<file path="src/rtl/sg_pkg.sv">
package sg_pkg;
   typedef enum logic [1:0] {
      SRC_OFF = 2'b00,
      SRC_PER = 2'b01,
      SRC_RXP = 2'b10,
      SRC_TXP = 2'b11
   } sg_src_e;
endpackage

</file>
<file path="src/rtl/sg_edge_sync.sv">
module sg_edge_sync #(
   parameter int STAGES = 2
) (
   input  logic clk,
   input  logic rst_n,
   input  logic pin_i,
   output logic rise_o
);
   logic [STAGES-1:0] chain_q;
   logic              last_q;

   generate
      if (STAGES < 2) begin : g_bad
         $error("sg_edge_sync: STAGES must be at least 2");
      end
   endgenerate

   always_ff @(posedge clk or negedge rst_n) begin
      if (!rst_n) begin
         chain_q <= '0;
         last_q  <= 1'b0;
      end else begin
         chain_q <= {chain_q[STAGES-2:0], pin_i};
         last_q  <= chain_q[STAGES-1];
      end
   end

   assign rise_o = chain_q[STAGES-1] & ~last_q;
endmodule

</file>
<file path="src/rtl/sg_divider.sv">
module sg_divider #(
   parameter int DIV_W = 8
) (
   input  logic             clk,
   input  logic             rst_n,
   input  logic             run_i,
   input  logic             tick_i,
   input  logic [DIV_W-1:0] div_new_i,
   output logic [DIV_W-1:0] div_act_o,
   output logic             bnd_o,
   output logic             clkg_o,
   output logic             en_o
);
   localparam int LEN_W = DIV_W + 1;

   logic [DIV_W-1:0] cnt_q;
   logic [DIV_W-1:0] div_q;
   logic             en_q;
   logic [LEN_W-1:0] len;
   logic [LEN_W-1:0] hi_len;

   assign len    = LEN_W'(div_q) + LEN_W'(1);
   assign hi_len = len >> 1;
   assign bnd_o  = run_i & tick_i & (cnt_q == div_q);

   always_ff @(posedge clk or negedge rst_n) begin
      if (!rst_n) begin
         cnt_q <= '0;
         div_q <= DIV_W'(1);
         en_q  <= 1'b0;
      end else if (!run_i) begin
         cnt_q <= '0;
         div_q <= div_new_i;
         en_q  <= 1'b0;
      end else if (tick_i) begin
         if (cnt_q == div_q) begin
            cnt_q <= '0;
            div_q <= div_new_i;
            en_q  <= 1'b1;
         end else begin
            cnt_q <= cnt_q + DIV_W'(1);
            en_q  <= 1'b0;
         end
      end else begin
         en_q <= 1'b0;
      end
   end

   always_comb begin
      if (!run_i)
         clkg_o = 1'b0;
      else if (div_q == '0)
         clkg_o = en_q;
      else
         clkg_o = (LEN_W'(cnt_q) < hi_len);
   end

   assign en_o      = en_q & run_i;
   assign div_act_o = div_q;
endmodule

</file>
<file path="src/rtl/sg_frame.sv">
module sg_frame #(
   parameter int WID_W = 8,
   parameter int PER_W = 12
) (
   input  logic             clk,
   input  logic             rst_n,
   input  logic             run_i,
   input  logic             bnd_i,
   input  logic [WID_W-1:0] wid_new_i,
   input  logic [PER_W-1:0] per_new_i,
   output logic [WID_W-1:0] wid_act_o,
   output logic [PER_W-1:0] per_act_o,
   output logic             fsg_o
);
   logic [PER_W-1:0] fcnt_q;
   logic [WID_W-1:0] wid_q;
   logic [PER_W-1:0] per_q;
   logic [PER_W-1:0] wid_ext;
   logic             sat;

   generate
      if (PER_W < WID_W) begin : g_bad
         $error("sg_frame: PER_W must not be narrower than WID_W");
      end
   endgenerate

   always_ff @(posedge clk or negedge rst_n) begin
      if (!rst_n) begin
         fcnt_q <= '0;
         wid_q  <= '0;
         per_q  <= '0;
      end else if (!run_i) begin
         fcnt_q <= '0;
         wid_q  <= wid_new_i;
         per_q  <= per_new_i;
      end else if (bnd_i) begin
         fcnt_q <= (fcnt_q >= per_q) ? '0 : fcnt_q + PER_W'(1);
         wid_q  <= wid_new_i;
         per_q  <= per_new_i;
      end
   end

   assign wid_ext   = PER_W'(wid_q);
   assign sat       = (wid_ext >= per_q);
   assign fsg_o     = run_i & (sat | (fcnt_q <= wid_ext));
   assign wid_act_o = wid_q;
   assign per_act_o = per_q;
endmodule

</file>
<file path="src/rtl/sample_rate_gen.sv">
module sample_rate_gen #(
   parameter int DIV_W       = 8,
   parameter int WID_W       = 8,
   parameter int PER_W       = 12,
   parameter int SYNC_STAGES = 2
) (
   input  logic                   clk,
   input  logic                   rst_n,
   input  logic                   cfg_we,
   input  logic [WID_W+DIV_W-1:0] cfg_wdata,
   output logic [WID_W+DIV_W-1:0] cfg_word,
   input  logic [1:0]             clk_src,
   input  logic [PER_W-1:0]       frm_period,
   input  logic                   periph_tick,
   input  logic                   rx_clk_pin,
   input  logic                   tx_clk_pin,
   output logic                   clkg,
   output logic                   clkg_en,
   output logic                   fsg
);
   import sg_pkg::*;

   localparam int CFG_W = WID_W + DIV_W;
   localparam int NPINS = 2;

   generate
      if (DIV_W < 1 || WID_W < 1) begin : g_bad_fields
         $error("sample_rate_gen: field widths must be positive");
      end
   endgenerate

   logic [CFG_W-1:0] cfg_q;
   logic [NPINS-1:0] pin_raw;
   logic [NPINS-1:0] pin_rise;
   logic             run;
   logic             tick;
   logic             bnd;
   logic [DIV_W-1:0] div_act;
   logic [WID_W-1:0] wid_act;
   logic [PER_W-1:0] per_act;
   sg_src_e          src;

   always_ff @(posedge clk or negedge rst_n) begin
      if (!rst_n)
         cfg_q <= CFG_W'(1);
      else if (cfg_we)
         cfg_q <= cfg_wdata;
   end
   assign cfg_word = cfg_q;

   assign pin_raw = {tx_clk_pin, rx_clk_pin};

   generate
      for (genvar gi = 0; gi < NPINS; gi++) begin : g_pin
         sg_edge_sync #(.STAGES(SYNC_STAGES)) u_sync (
            .clk    (clk),
            .rst_n  (rst_n),
            .pin_i  (pin_raw[gi]),
            .rise_o (pin_rise[gi])
         );
      end
   endgenerate

   assign src = sg_src_e'(clk_src);
   assign run = (src != SRC_OFF);

   always_comb begin
      unique case (src)
         SRC_PER: tick = periph_tick;
         SRC_RXP: tick = pin_rise[0];
         SRC_TXP: tick = pin_rise[1];
         default: tick = 1'b0;
      endcase
   end

   sg_divider #(.DIV_W(DIV_W)) u_div (
      .clk       (clk),
      .rst_n     (rst_n),
      .run_i     (run),
      .tick_i    (tick),
      .div_new_i (cfg_q[DIV_W-1:0]),
      .div_act_o (div_act),
      .bnd_o     (bnd),
      .clkg_o    (clkg),
      .en_o      (clkg_en)
   );

   sg_frame #(.WID_W(WID_W), .PER_W(PER_W)) u_frm (
      .clk       (clk),
      .rst_n     (rst_n),
      .run_i     (run),
      .bnd_i     (bnd),
      .wid_new_i (cfg_q[CFG_W-1:DIV_W]),
      .per_new_i (frm_period),
      .wid_act_o (wid_act),
      .per_act_o (per_act),
      .fsg_o     (fsg)
   );
endmodule

</file>
<file path="config.mk">
export PLATFORM = sky130hd
export DESIGN_NAME = sample_rate_gen
export DESIGN_NICKNAME = d
export VERILOG_FILES = /design/src/rtl/sg_pkg.sv /design/src/rtl/sg_edge_sync.sv /design/src/rtl/sg_divider.sv /design/src/rtl/sg_frame.sv /design/src/rtl/sample_rate_gen.sv
export SDC_FILE = /design/constraint.sdc
export NUM_CORES = 1
export LEC_CHECK = 0
export BUFFER_PORTS_ARGS = -buffer_cell sky130_fd_sc_hd__buf_2
export CORE_MARGIN = 3
export CORE_UTILIZATION = 40
export DETAILED_ROUTE_END_ITERATION = 7
export GPL_TIMING_DRIVEN = 1
export PLACE_DENSITY = 0.61
export SLEW_MARGIN = 20
export SYNTH_ARGS = -nofsm -noshare
export SYNTH_HDL_FRONTEND = slang
export SYNTH_SLANG_ARGS = --single-unit
</file>
<file path="constraint.sdc">
create_clock -name clk -period 3.9 [get_ports clk]
set_clock_uncertainty 0.05 [all_clocks]
set_input_delay 0.39 -clock clk [delete_from_list [all_inputs] [get_ports clk]]
set_output_delay 0.39 -clock clk [all_outputs]
set_load 0.05 [all_outputs]
</file>
== Word level (Yosys, flattened, before mapping) ==
Index checks and enable logic that the tools add are counted.
Storage, ports and cells
  input port bits: 36
  bits in registers: 71
Operators by class
  reductions and logical operators: 3
  magnitude comparators: 4
  add/sub/neg operators: 3
  muxes and demuxes: 19
  bitwise gates (word level): 9
  equal/unequal tests: 7
Operator list (number)
  $mux W8: 8
  $mux W12: 5
  $add A12 B1 Y12 const B: 1
  $ge A12 B12 Y1: 1
  $ge A8 B12 Y1: 1
  $le A12 B8 Y1: 1
  $add A8 B1 Y9 const B: 1
  $add A8 B1 Y8 const B: 1
  $eq A8 B8 Y1: 1
  $logic_not A8 Y1: 1
  $lt A8 B8 Y1: 1
  $and A1 B1 Y1: 6
  $ne A2 B2 Y1 const B: 3
  $mux W1: 5
  $eq A2 B2 Y1 const B: 2
  $pmux W1 S3: 1
  $eq A2 B1 Y1 const B: 1
  $not A1 Y1: 2
  $reduce_and A2 Y1: 1
  $reduce_bool A2 Y1: 1
  $or A1 B1 Y1: 1

== Longest topological paths before layout ==
Gate-level depths: netlist (run 1).
  word-level depth: 7
  depth in mapped cells: 9

== Hierarchy ==
From an unflattened synthesis (run 1), not the netlist that was laid out.
Second synthesis, totals
  cell total of the unflattened synthesis: 411
  area, all modules: 4207.8 µm²
Modules (own cells, without submodules)
  sg_frame: area each 2148.3 µm², times used 1, cells each 247, sequential area each 800.8 µm²
  sg_divider: area each 1201.2 µm², times used 1, cells each 118, sequential area each 426.7 µm²
  sample_rate_gen: area each 680.7 µm², times used 1, cells each 38, sequential area each 401.6 µm²
  sg_edge_sync: area each 88.8 µm², times used 2, cells each 4, sequential area each 75.1 µm²

== Least setup slack after synthesis (run 1) ==
No wires, ideal clock.
  path type: reg-to-output
  start point: register u_frm.per_q[0], in the netlist u_frm.per_act_o[0]
  end point: output fsg
  arrival: 2.407 ns
  stages on the path, launching flop included: 7
  buffers on the path: 0
  slack: 1.053 ns
  cells stage by stage: dfrtp_1 -> ha_1 -> nand2b_1 -> a21o_1 -> a211oi_1 -> o31a_1 -> o32ai_1
Between the ends
  longest elaborated chain between the ends: 3
RTL lines
  start: declaration: line sg_frame.sv:17  | logic [PER_W-1:0] per_q;
  start signal: assignment: line sg_frame.sv:35  | per_q <= per_new_i;
  start signal: assignment: line sg_frame.sv:39  | per_q <= per_new_i;
  $ge A8 B12 Y1: line sg_frame.sv:44  | assign sat = (wid_ext >= per_q);
  $or A1 B1 Y1: line sg_frame.sv:45  | assign fsg_o = run_i & (sat | (fcnt_q <= wid_ext));
  $and A1 B1 Y1: line sg_frame.sv:45
  end: declaration: line sample_rate_gen.sv:19  | output logic fsg
No other way between the ends.

== Worst setup path after layout (run 1) ==
  start point: register u_div.div_q[0], in the netlist u_div.div_act_o[0]
  end point: output clkg
Between the ends
  longest elaborated chain between the ends: 4
  elaborated cells on any way between the ends: 5
  those cells by class: 1 x add/sub; 1 x order compare; 2 x mux; 1 x reduce/logical
RTL lines
  start: declaration: line sg_divider.sv:17  | logic [DIV_W-1:0] div_q;
  start signal: assignment: line sg_divider.sv:33  | div_q <= div_new_i;
  start signal: assignment: line sg_divider.sv:38  | div_q <= div_new_i;
  $add A8 B1 Y9: line sg_divider.sv:22  | assign len = LEN_W'(div_q) + LEN_W'(1);
  $lt A8 B8 Y1: line sg_divider.sv:55  | clkg_o = (LEN_W'(cnt_q) < hi_len);
  $mux W1 *: line sg_divider.sv:52  | else if (div_q == '0)
  $mux W1 *: line sg_divider.sv:50  | if (!run_i)
  end: declaration: line sample_rate_gen.sv:17  | output logic clkg,
Every way passes the cells marked *; elsewhere a longest branch is shown, timed or not.

==> impl_metrics.tcl, run 1 <==
set metrics [dict create \
    max-clock-path-buffers 2 \
    crit_path_max_fanout 5 \
    drt_iter0_markers 93 \
    setup_viol 0 \
    wl_per_cell_um 14.3 \
    clkSinkCount 71 \
    clk_latency_ps 370 \
    antenna_left 0 \
    syn_inst 405 \
    diodes 0 \
    power_leakage_nw 2.14 \
    maxSlewHeadroom_pct 55.1 \
    report.final.hold_viol_count 2 \
    cts_hold_buf 0 \
    synthAdderAreaFrac_pct 12.2 \
    synth-seq-cells 71 \
    hold_slack_ps -4.27 \
    ys_seq_area_share_pct 44.4 \
    die_x_um 106 \
    yosys-top-cells-area "dfrtp_1 (43%), ha_1 (12%), nand2_1 (4.7%), mux2_2 (4.5%), o21ai_1 (3.1%)" \
    placedInstanceArea_um2 4370 \
    finalCriticalPeriod_ps 3290 \
    synth.avg_cell_area_um2 9.89 \
    max_cap_violations 0 \
    run_status "finished, violations left" \
    critPathLaunchType "flip-flop" \
    fillCellCount 935 \
    dp_cells 576 \
    grt_max_degree 54 \
    period_share_pct 84.2 \
    antenna_found_initial 0 \
    grt_pass1_vias 3232 \
    viasPerCell 5.26 \
    htreeDepth 3 \
    grt_remaining_overflow 0 \
    ios 55 \
    synthSimpleGateAreaFrac_pct 16.5 \
    synth_edf_count 0 \
    fin_tns_setup_ps 0 \
    routabilityCongestion 0.805 \
    setup.worst_path.class "reg2out" \
    tightest_slew_ps 673 \
    areaGrowthSynthToFinish_pct 13.4 \
    synth_compound_area_share_pct 12.5 \
    synth_top_family_by_area "simple AND/OR/NAND/NOR gates" \
    synthXorXnorAreaFrac_pct 4.16 \
    ys_types 50 \
    yosysWarnings 0 \
    port_buffers 54 \
    hpwl_mm 6.15 \
    track_usage_pct 16.7 \
    yosysTopAreaCell "dfrtp_1" \
    hold_class "in2async" \
    initial_core_util_pct 42.1 \
    drive_gt1_share_pct 20.7 \
    fin_area_um2 4540 \
    syn_nets 480 \
    crit_path_end_kind "output port" \
    fmax_mhz 304 \
    synth_top_area_share_pct 43.1 \
    rsz0062_at_grt "false" \
    layout_commonest_cell "dfrtp_1" \
    path_clk_slew_ps 90 \
    drt-total-wl_mm 8.46 \
    cts_tree "done" \
    synth_mux_area_share_pct 5.00 \
    coreArea_um2 9500 \
    max-vdd-ir-drop_uv 252 \
    drtPass1Iterations 4 \
    remaining_drc_errors 0 \
    synthArstFlopShare_pct 100 \
    rows 35 \
    most-common-layout-cells "dfrtp_1 (69), buf_2 (54), nand2_1 (50)" \
    die_area_um2 11200 \
    postCtsSetupBuffers 0 \
    syn_area_um2 4000 \
    required_ps 3460 \
    power_density_nw_per_um2 432 \
    vias 3114 \
    grt_pass1_wl_mm 15.1 \
    final_max_slew_viol_count 0 \
    finalPower_mw 1.96 \
    cts_resized 0 \
    nets 533 \
    stdcell_count 592 \
    synth_ff_type "dfrtp_1" \
    cts_buffers 9 \
    clock-root-buffer "clkbuf_8" \
    die_height_um 106 \
    worstPathArrival_ps 2850 \
    violations "negative hold slack" \
]
## critical path, cell delays in order (launching register included)
cell and delay (ps):
dfstp_2 580, ha_1 180, and3_1 230, nand3_1 120, xor2_1 170, ha_1 310, nand4_1 90, or3_1 370
a32o_1 220, buf_2 200
## power breakdown
| part | internal [mW] | switching, mW |
|---|---|---|
| Combinational | 0.204 | 0.318 |
| Sequential | 0.821 | 0.0806 |
| Clock | 0.234 | 0.302 |
| Total | 1.26 | 0.701 |
## flip-flops by register name (all words and copies together), names as in the netlist
name,count
u_div.div_act_o,8
u_frm.wid_act_o,8
u_frm.per_act_o,12
g_pin.u_sync.chain_q,4
u_div.en_q,1
cfg_word,16
u_div.cnt_q,8
g_pin.u_sync.last_q,2
u_frm.fcnt_q,12
## per-layer routing
metal | up-vias | GRT usage, % | routed length (um)
met3 | 12 | 4.80 | 430
met1 | 1491 | 21.6 | 3990
li1 | 1538 | - | -
met4 | 0 | 5.83 | 140
met2 | 73 | 26.8 | 3900
met5 | - | 0 | 0
## kinds of logic (layout without fill, tap and decap cells)
group                      Yosys count  after routing
AOI/OAI and AO/OA                   82             82
xor gates and xnor gates            19             19
adders and majority gates           39             39
buffers and inverters               45            103
DFF                                 71             71
muxes                               18             18
and+or+nand+nor                    131            131
## Yosys cell counts, drive strengths merged, types with 8 or more instances
cell type   n
buf        12
o21ai      33
dfrtp      69
nand3      14
a31oi       8
ha         39
inv        30
mux2       16
xor2       14
nand2      52
nand4      13
a21oi      14
nor2       19
## layout make-up
type                       instances  area [um^2]  area share (%)
inverter                          30          113            2.48
clock inverter                     6         43.8           0.964
tap                              129          161            3.55
timing repair buffer              57          293            6.45
sequential                        71         1780            39.2
multi-input combinational        289         2020            44.6
clock buffer                      10          128            2.81
## per-stage QoR
step	setup slack [ps]	util, %
2_1_floorplan	1050	-
3_5_place_dp	1010	46.0
3_3_place_gp	1100	46.0
4_1_cts	603	47.8
6_report	615	47.8
5_1_grt	514	47.8
## worst paths after layout
check | startpoint | end | slack (ps) | depth (start not counted)
min in group clk | tx_clk_pin | g_pin[1].u_sync.chain_q[0] | 100 | 1
max | u_div.div_act_o[0] | clkg | 610 | 9
max in group asynchronous | rst_n | u_div.div_act_o[0] | 2810 | 2
min reg2reg | g_pin[0].u_sync.chain_q[0] | g_pin[0].u_sync.chain_q[1] | 310 | 0
min | rst_n | u_frm.per_act_o[10] | -4 | 1
max reg2reg | u_frm.fcnt_q[2] | u_frm.fcnt_q[10] | 1340 | 7
Note: power is estimated with default switching activity, not from simulation.
==> inputs of run 2 (changes only) <==
==> constraint.sdc (replaced) <==
create_clock -name clk -period 3.1 [get_ports clk]
set_clock_uncertainty 0.05 [all_clocks]
set_input_delay 0.31 -clock clk [delete_from_list [all_inputs] [get_ports clk]]
set_output_delay 0.31 -clock clk [all_outputs]
set_load 0.05 [all_outputs]
==> impl_metrics.tcl, run 2 (same netlist as run 1, synthesis figures left out) <==
set metrics [dict create \
    clock-root-buffer "clkbuf_8" \
    antenna_found_initial 0 \
    crit_chain "ha_4 -> and3_4 -> nand3_4 -> xor2_2 -> ha_1 -> nand4_1 -> or3_1 -> a32o_1 -> buf_6" \
    max_stage_delay_ps 560 \
    grt_remaining_overflow 0 \
    worstPathArrival_ps 2630 \
    path_clk_slew_ps 80 \
    drt_iter0_markers 93 \
    pre_cts_slack_ps 302 \
    run_status "finished, final reports clean" \
    finalCriticalPeriod_ps 2990 \
    report.final.hold_viol_count 0 \
    maxSlewHeadroom_pct 58.0 \
    drt-total-wl_mm 8.60 \
    remaining_drc_errors 0 \
    largest_reg_flops 16 \
    setup_viol 0 \
    finalPower_mw 2.48 \
    routabilityCongestion 0.804 \
    areaGrowthSynthToFinish_pct 16.6 \
    max-vdd-ir-drop_uv 351 \
    required_ps 2740 \
    initial_core_util_pct 42.1 \
    die_height_um 106 \
    wl_per_cell_um 14.3 \
    fin_area_um2 4670 \
    die_x_um 106 \
    fin_tns_setup_ps 0 \
    coreArea_um2 9500 \
    nets 541 \
    crit_path_end_kind "output port" \
    crit_buf_inv 1 \
    ios 55 \
    power_leakage_nw 2.17 \
    final_max_slew_viol_count 0 \
    critPathLaunchType "flip-flop" \
    setup.worst_path.class "reg2out" \
    max-clock-path-buffers 2 \
    drtPass1Iterations 4 \
    clkSinkCount 71 \
    drive_gt1_share_pct 22.3 \
    final.setup.worst_slack_ps 108 \
    clk_latency_ps 360 \
    port_buffers 54 \
    htreeDepth 3 \
    power_density_nw_per_um2 532 \
    antenna_left 0 \
    track_usage_pct 16.2 \
    placedInstanceArea_um2 4400 \
    period_share_pct 96.5 \
    grt_pass1_wl_mm 14.6 \
    cp_top_family "simple AND/OR/NAND/NOR gates" \
    cts_tree "done" \
    hold_class "in2reg" \
    grt_pass1_vias 3110 \
    grt_max_degree 54 \
    slowest_stage "dfstp_2" \
    hold_slack_ps 108 \
    layout_commonest_cell "dfrtp_1" \
    rows 35 \
    max_cap_violations 0 \
    vias 3124 \
    most-common-layout-cells "dfrtp_1 (69), buf_2 (53), nand2_1 (50)" \
    crit_path_max_fanout 3 \
    diodes 0 \
    fmax_mhz 334 \
    viasPerCell 5.21 \
    tightest_slew_ps 627 \
    hpwl_mm 6.34 \
    die_area_um2 11200 \
    cts_buffers 9 \
]
[run 2: final cells by class]
cell class / count / area (um^2)
Clock inverter: 6 / 46.3
Sequential cell: 71 / 1780
Multi-Input combinational cell: 289 / 2060
Tap cell: 129 / 161
Inverter: 30 / 113
Timing Repair Buffer: 65 / 379
Fill cell: 913 / 4840
Clock buffer: 10 / 128
[run 2: worst min-delay path: stages]
cell     delay, ps
buf_2           80
nand2_1         40
o21ai_1         60
[run 2: path summary, 6_finish.rpt]
| kind | to | cells past startpoint | startpoint | slack [ps] |
|---|---|---|---|---|
| worst max-delay path | clkg | 9 | u_div.div_act_o[0] | 110 |
| worst min-delay path | u_frm.per_act_o[3] | 3 | frm_period[3] | 110 |
| worst max register to register | u_div.div_act_o[0] | 7 | u_div.div_act_o[4] | 910 |
| worst min register to register | g_pin[0].u_sync.chain_q[1] | 0 | g_pin[0].u_sync.chain_q[0] | 310 |
| max in group asynchronous | u_div.div_act_o[0] | 3 | rst_n | 1810 |
| min in group asynchronous | u_frm.per_act_o[10] | 2 | rst_n | 420 |
[run 2: metal layers]
layer | part of all wire, % | GRT usage [%]
met3 | 3.5 | 3.89
met4 | 1.8 | 6.29
met1 | 48 | 21.0
met5 | 0 | 0
met2 | 47 | 26.3
[run 2: metrics by stage]
| step | cells | util (%) |
|---|---|---|
| 2_1_floorplan | 405 | - |
| 3_3_place_gp | 578 | 46.3 |
| 3_5_place_dp | 578 | 46.3 |
| 4_1_cts | 598 | 48.6 |
| 5_1_grt | 600 | 49.1 |
| 6_report | 600 | 49.1 |
[run 2: what timing repair did]
action,in CTS,in global routing
setup endpoints to repair,1,1
hold buffers,3,0
pin swaps,0,3
gates cloned,0,0
resized for setup,3,5
hold endpoints to repair,25,0
setup buffers,1,2
[run 2: power breakdown]
part	switching [mW]	total (mW)	internal [mW]
sequential	0.105	1.14	1.03
combinational	0.410	0.686	0.276
clock	0.365	0.659	0.294
==> inputs of run 3 (changes only) <==
--- a/config.mk
+++ b/config.mk
@@ -9,9 +9,11 @@
 export CORE_MARGIN = 3
 export CORE_UTILIZATION = 40
 export DETAILED_ROUTE_END_ITERATION = 7
+export GPL_ROUTABILITY_DRIVEN = 0
 export GPL_TIMING_DRIVEN = 1
 export PLACE_DENSITY = 0.61
 export SLEW_MARGIN = 20
 export SYNTH_ARGS = -nofsm -noshare
 export SYNTH_HDL_FRONTEND = slang
+export SYNTH_HIERARCHICAL = 1
 export SYNTH_SLANG_ARGS = --single-unit
==> impl_metrics.tcl, run 3 <==
set metrics [dict create \
    max-clock-path-buffers 2 \
    drive_gt1_share_pct 27.7 \
    final_util_pct 49.2 \
    yosysMostFrequentCell "dfrtp_1" \
    violations "negative hold slack" \
    hpwl_mm 6.61 \
    most-common-layout-cells "dfrtp_1 (67), buf_2 (53), nand2_1 (46)" \
    crit_path_max_fanout 3 \
    slowest_stage "dfstp_2" \
    synth.avg_cell_area_um2 10.2 \
    max_stage_delay_ps 560 \
    syn_nets 486 \
    layout_commonest_cell "dfrtp_1" \
    drtPass1Iterations 4 \
    critPathLaunchType "flip-flop" \
    remaining_drc_errors 0 \
    max_cap_violations 0 \
    grt_max_degree 38 \
    clock-root-buffer "clkbuf_8" \
    track_usage_pct 17.0 \
    wl_per_cell_um 15.2 \
    grt_remaining_overflow 0 \
    rows 36 \
    fillCellCount 951 \
    max-vdd-ir-drop_uv 278 \
    areaGrowthSynthToFinish_pct 16.9 \
    fmax_mhz 337 \
    ys_types 61 \
    final_max_slew_viol_count 0 \
    clkSinkCount 71 \
    die_x_um 109 \
    syn_area_um2 4210 \
    syn_inst 411 \
    finalPower_mw 2.61 \
    grt_pass1_vias 3291 \
    path_clk_slew_ps 80 \
    grt_pass1_wl_mm 15.9 \
    viasPerCell 5.30 \
    synth_edf_count 0 \
    hold_slack_ps -10.4 \
    drt-total-wl_mm 9.30 \
    synthArstFlopShare_pct 100 \
    tightest_slew_ps 818 \
    required_ps 2740 \
    largest_reg_flops 16 \
    antenna_found_initial 0 \
    drt_iter0_markers 107 \
    die_height_um 109 \
    period_share_pct 95.8 \
    yosys-top-cells-area "dfrtp_1 (41%), ha_1 (12%), o21ai_0 (4.6%), nand2_1 (4.1%), mux2_2 (3.7%)" \
    port_buffers 54 \
    fin_area_um2 4920 \
    synth_ff_type "dfrtp_1" \
    hold_class "in2async" \
    diodes 0 \
    ys_seq_area_share_pct 42.3 \
    htreeDepth 3 \
    pre_cts_slack_ps 264 \
    vias 3250 \
    nets 550 \
    yosysTopAreaCell "dfrtp_1" \
    clk_latency_ps 350 \
    cts_tree "done" \
    report.final.hold_viol_count 10 \
    worstPathArrival_ps 2610 \
    synth-seq-cells 71 \
    yosysWarnings 6 \
    crit_chain "inv_2 -> nor3_4 -> nand4_1 -> xor2_1 -> ha_1 -> a21oi_1 -> nor2b_1 -> or4_4 -> o2bb2ai_4 -> buf_8" \
    antenna_left 0 \
    crit_path_end_kind "output port" \
    fin_tns_setup_ps 0 \
    synth_top_area_share_pct 41.0 \
    placedInstanceArea_um2 4590 \
    rsz0062_at_grt "true" \
    cts_buffers 9 \
    synth_commonest_cells "dfrtp_1 (69), nand2_1 (46), ha_1 (39), o21ai_0 (39), inv_1 (26)" \
    final.setup.worst_slack_ps 131 \
    run_status "finished, violations left" \
    die_area_um2 11800 \
    power_leakage_nw 2.28 \
    power_density_nw_per_um2 531 \
    initial_core_util_pct 42.1 \
    ios 55 \
    setup.worst_path.class "reg2out" \
    maxSlewHeadroom_pct 45.5 \
    setup_viol 0 \
    coreArea_um2 10000 \
    finalCriticalPeriod_ps 2970 \
]
## run 3: changes by cell type after synthesis, sizes merged, moves of 6 or more
cell / change
mux2: +8
o21ai: +7
nand2: -6
nor2: -6
## run 3: cell type report
type	instances	area [um^2]	share of cell area [%]
well taps	133	166	3.38
clock inverters	7	72.6	1.48
multi-input cells	298	2270	46.1
clock buffers	9	124	2.52
repair buffers	68	403	8.19
inverters	27	101	2.06
flip-flops and latches	71	1780	36.2
## run 3: layer usage
metal	vias up	wire length, um	GRT usage (%)	share of wire (%)
met1	1597	4320	22.0	46
met2	43	4610	28.0	50
li1	1599	-	-	-
met3	11	246	4.30	2.6
met5	-	0	0	0
met4	0	132	5.23	1.4
## run 3: worst max-delay path, delay by kind of cell (launching register included)
family | cells | cell delay, ps
AOI/OAI and AO/OA | 2 | 270
xor gates and xnor gates | 1 | 170
adders and majority gates | 1 | 310
DFF | 1 | 560
and+or+nand+nor | 4 | 750
buffers and inverters | 2 | 200
## run 3: stage by stage
step                instances  hold slack [ps]
floorplan                 411            -35.6
global placement          589              286
detailed placement        589              287
CTS                       608             18.7
global route              613             47.7
finish                    613            -10.4
## run 3: kinds of logic after synthesis
group                      synth area share [%]
AOI/OAI and AO/OA                          13.1
xor gates and xnor gates                   3.95
adders and majority gates                  11.6
buffers and inverters                      4.97
DFF                                        42.3
muxes                                      7.79
and+or+nand+nor                            16.3
## run 3: final timing paths
check / from / end / slack, ps / cells past startpoint
worst min-delay path: rst_n / g_pin[1].u_sync/chain_q[1] / -10 / 1
worst max register to register: u_div/div_act_o[3] / u_frm/fcnt_q[11] / 290 / 11
worst max-delay path: u_div/div_act_o[0] / clkg / 130 / 10
min in group clk: frm_period[0] / u_frm/per_act_o[0] / 100 / 3
max in group asynchronous: rst_n / u_frm/fcnt_q[2] / 2320 / 2
worst min register to register: g_pin[0].u_sync/chain_q[0] / g_pin[0].u_sync/chain_q[1] / 300 / 0
## run 3: power breakdown
group	leakage [nW]	total, mW	switching (mW)	internal (mW)
registers	0.871	1.14	0.105	1.03
clock network	0.0956	0.755	0.382	0.373
logic	1.31	0.721	0.421	0.300
## run 3: repair_timing
item,4_1_cts,5_1_grt
endpoints found under the setup margin,1,1
hold buffers,2,0
pin swaps,0,5
gates resized for setup,2,13
buffers inserted,1,5
hold endpoints to repair,2,0
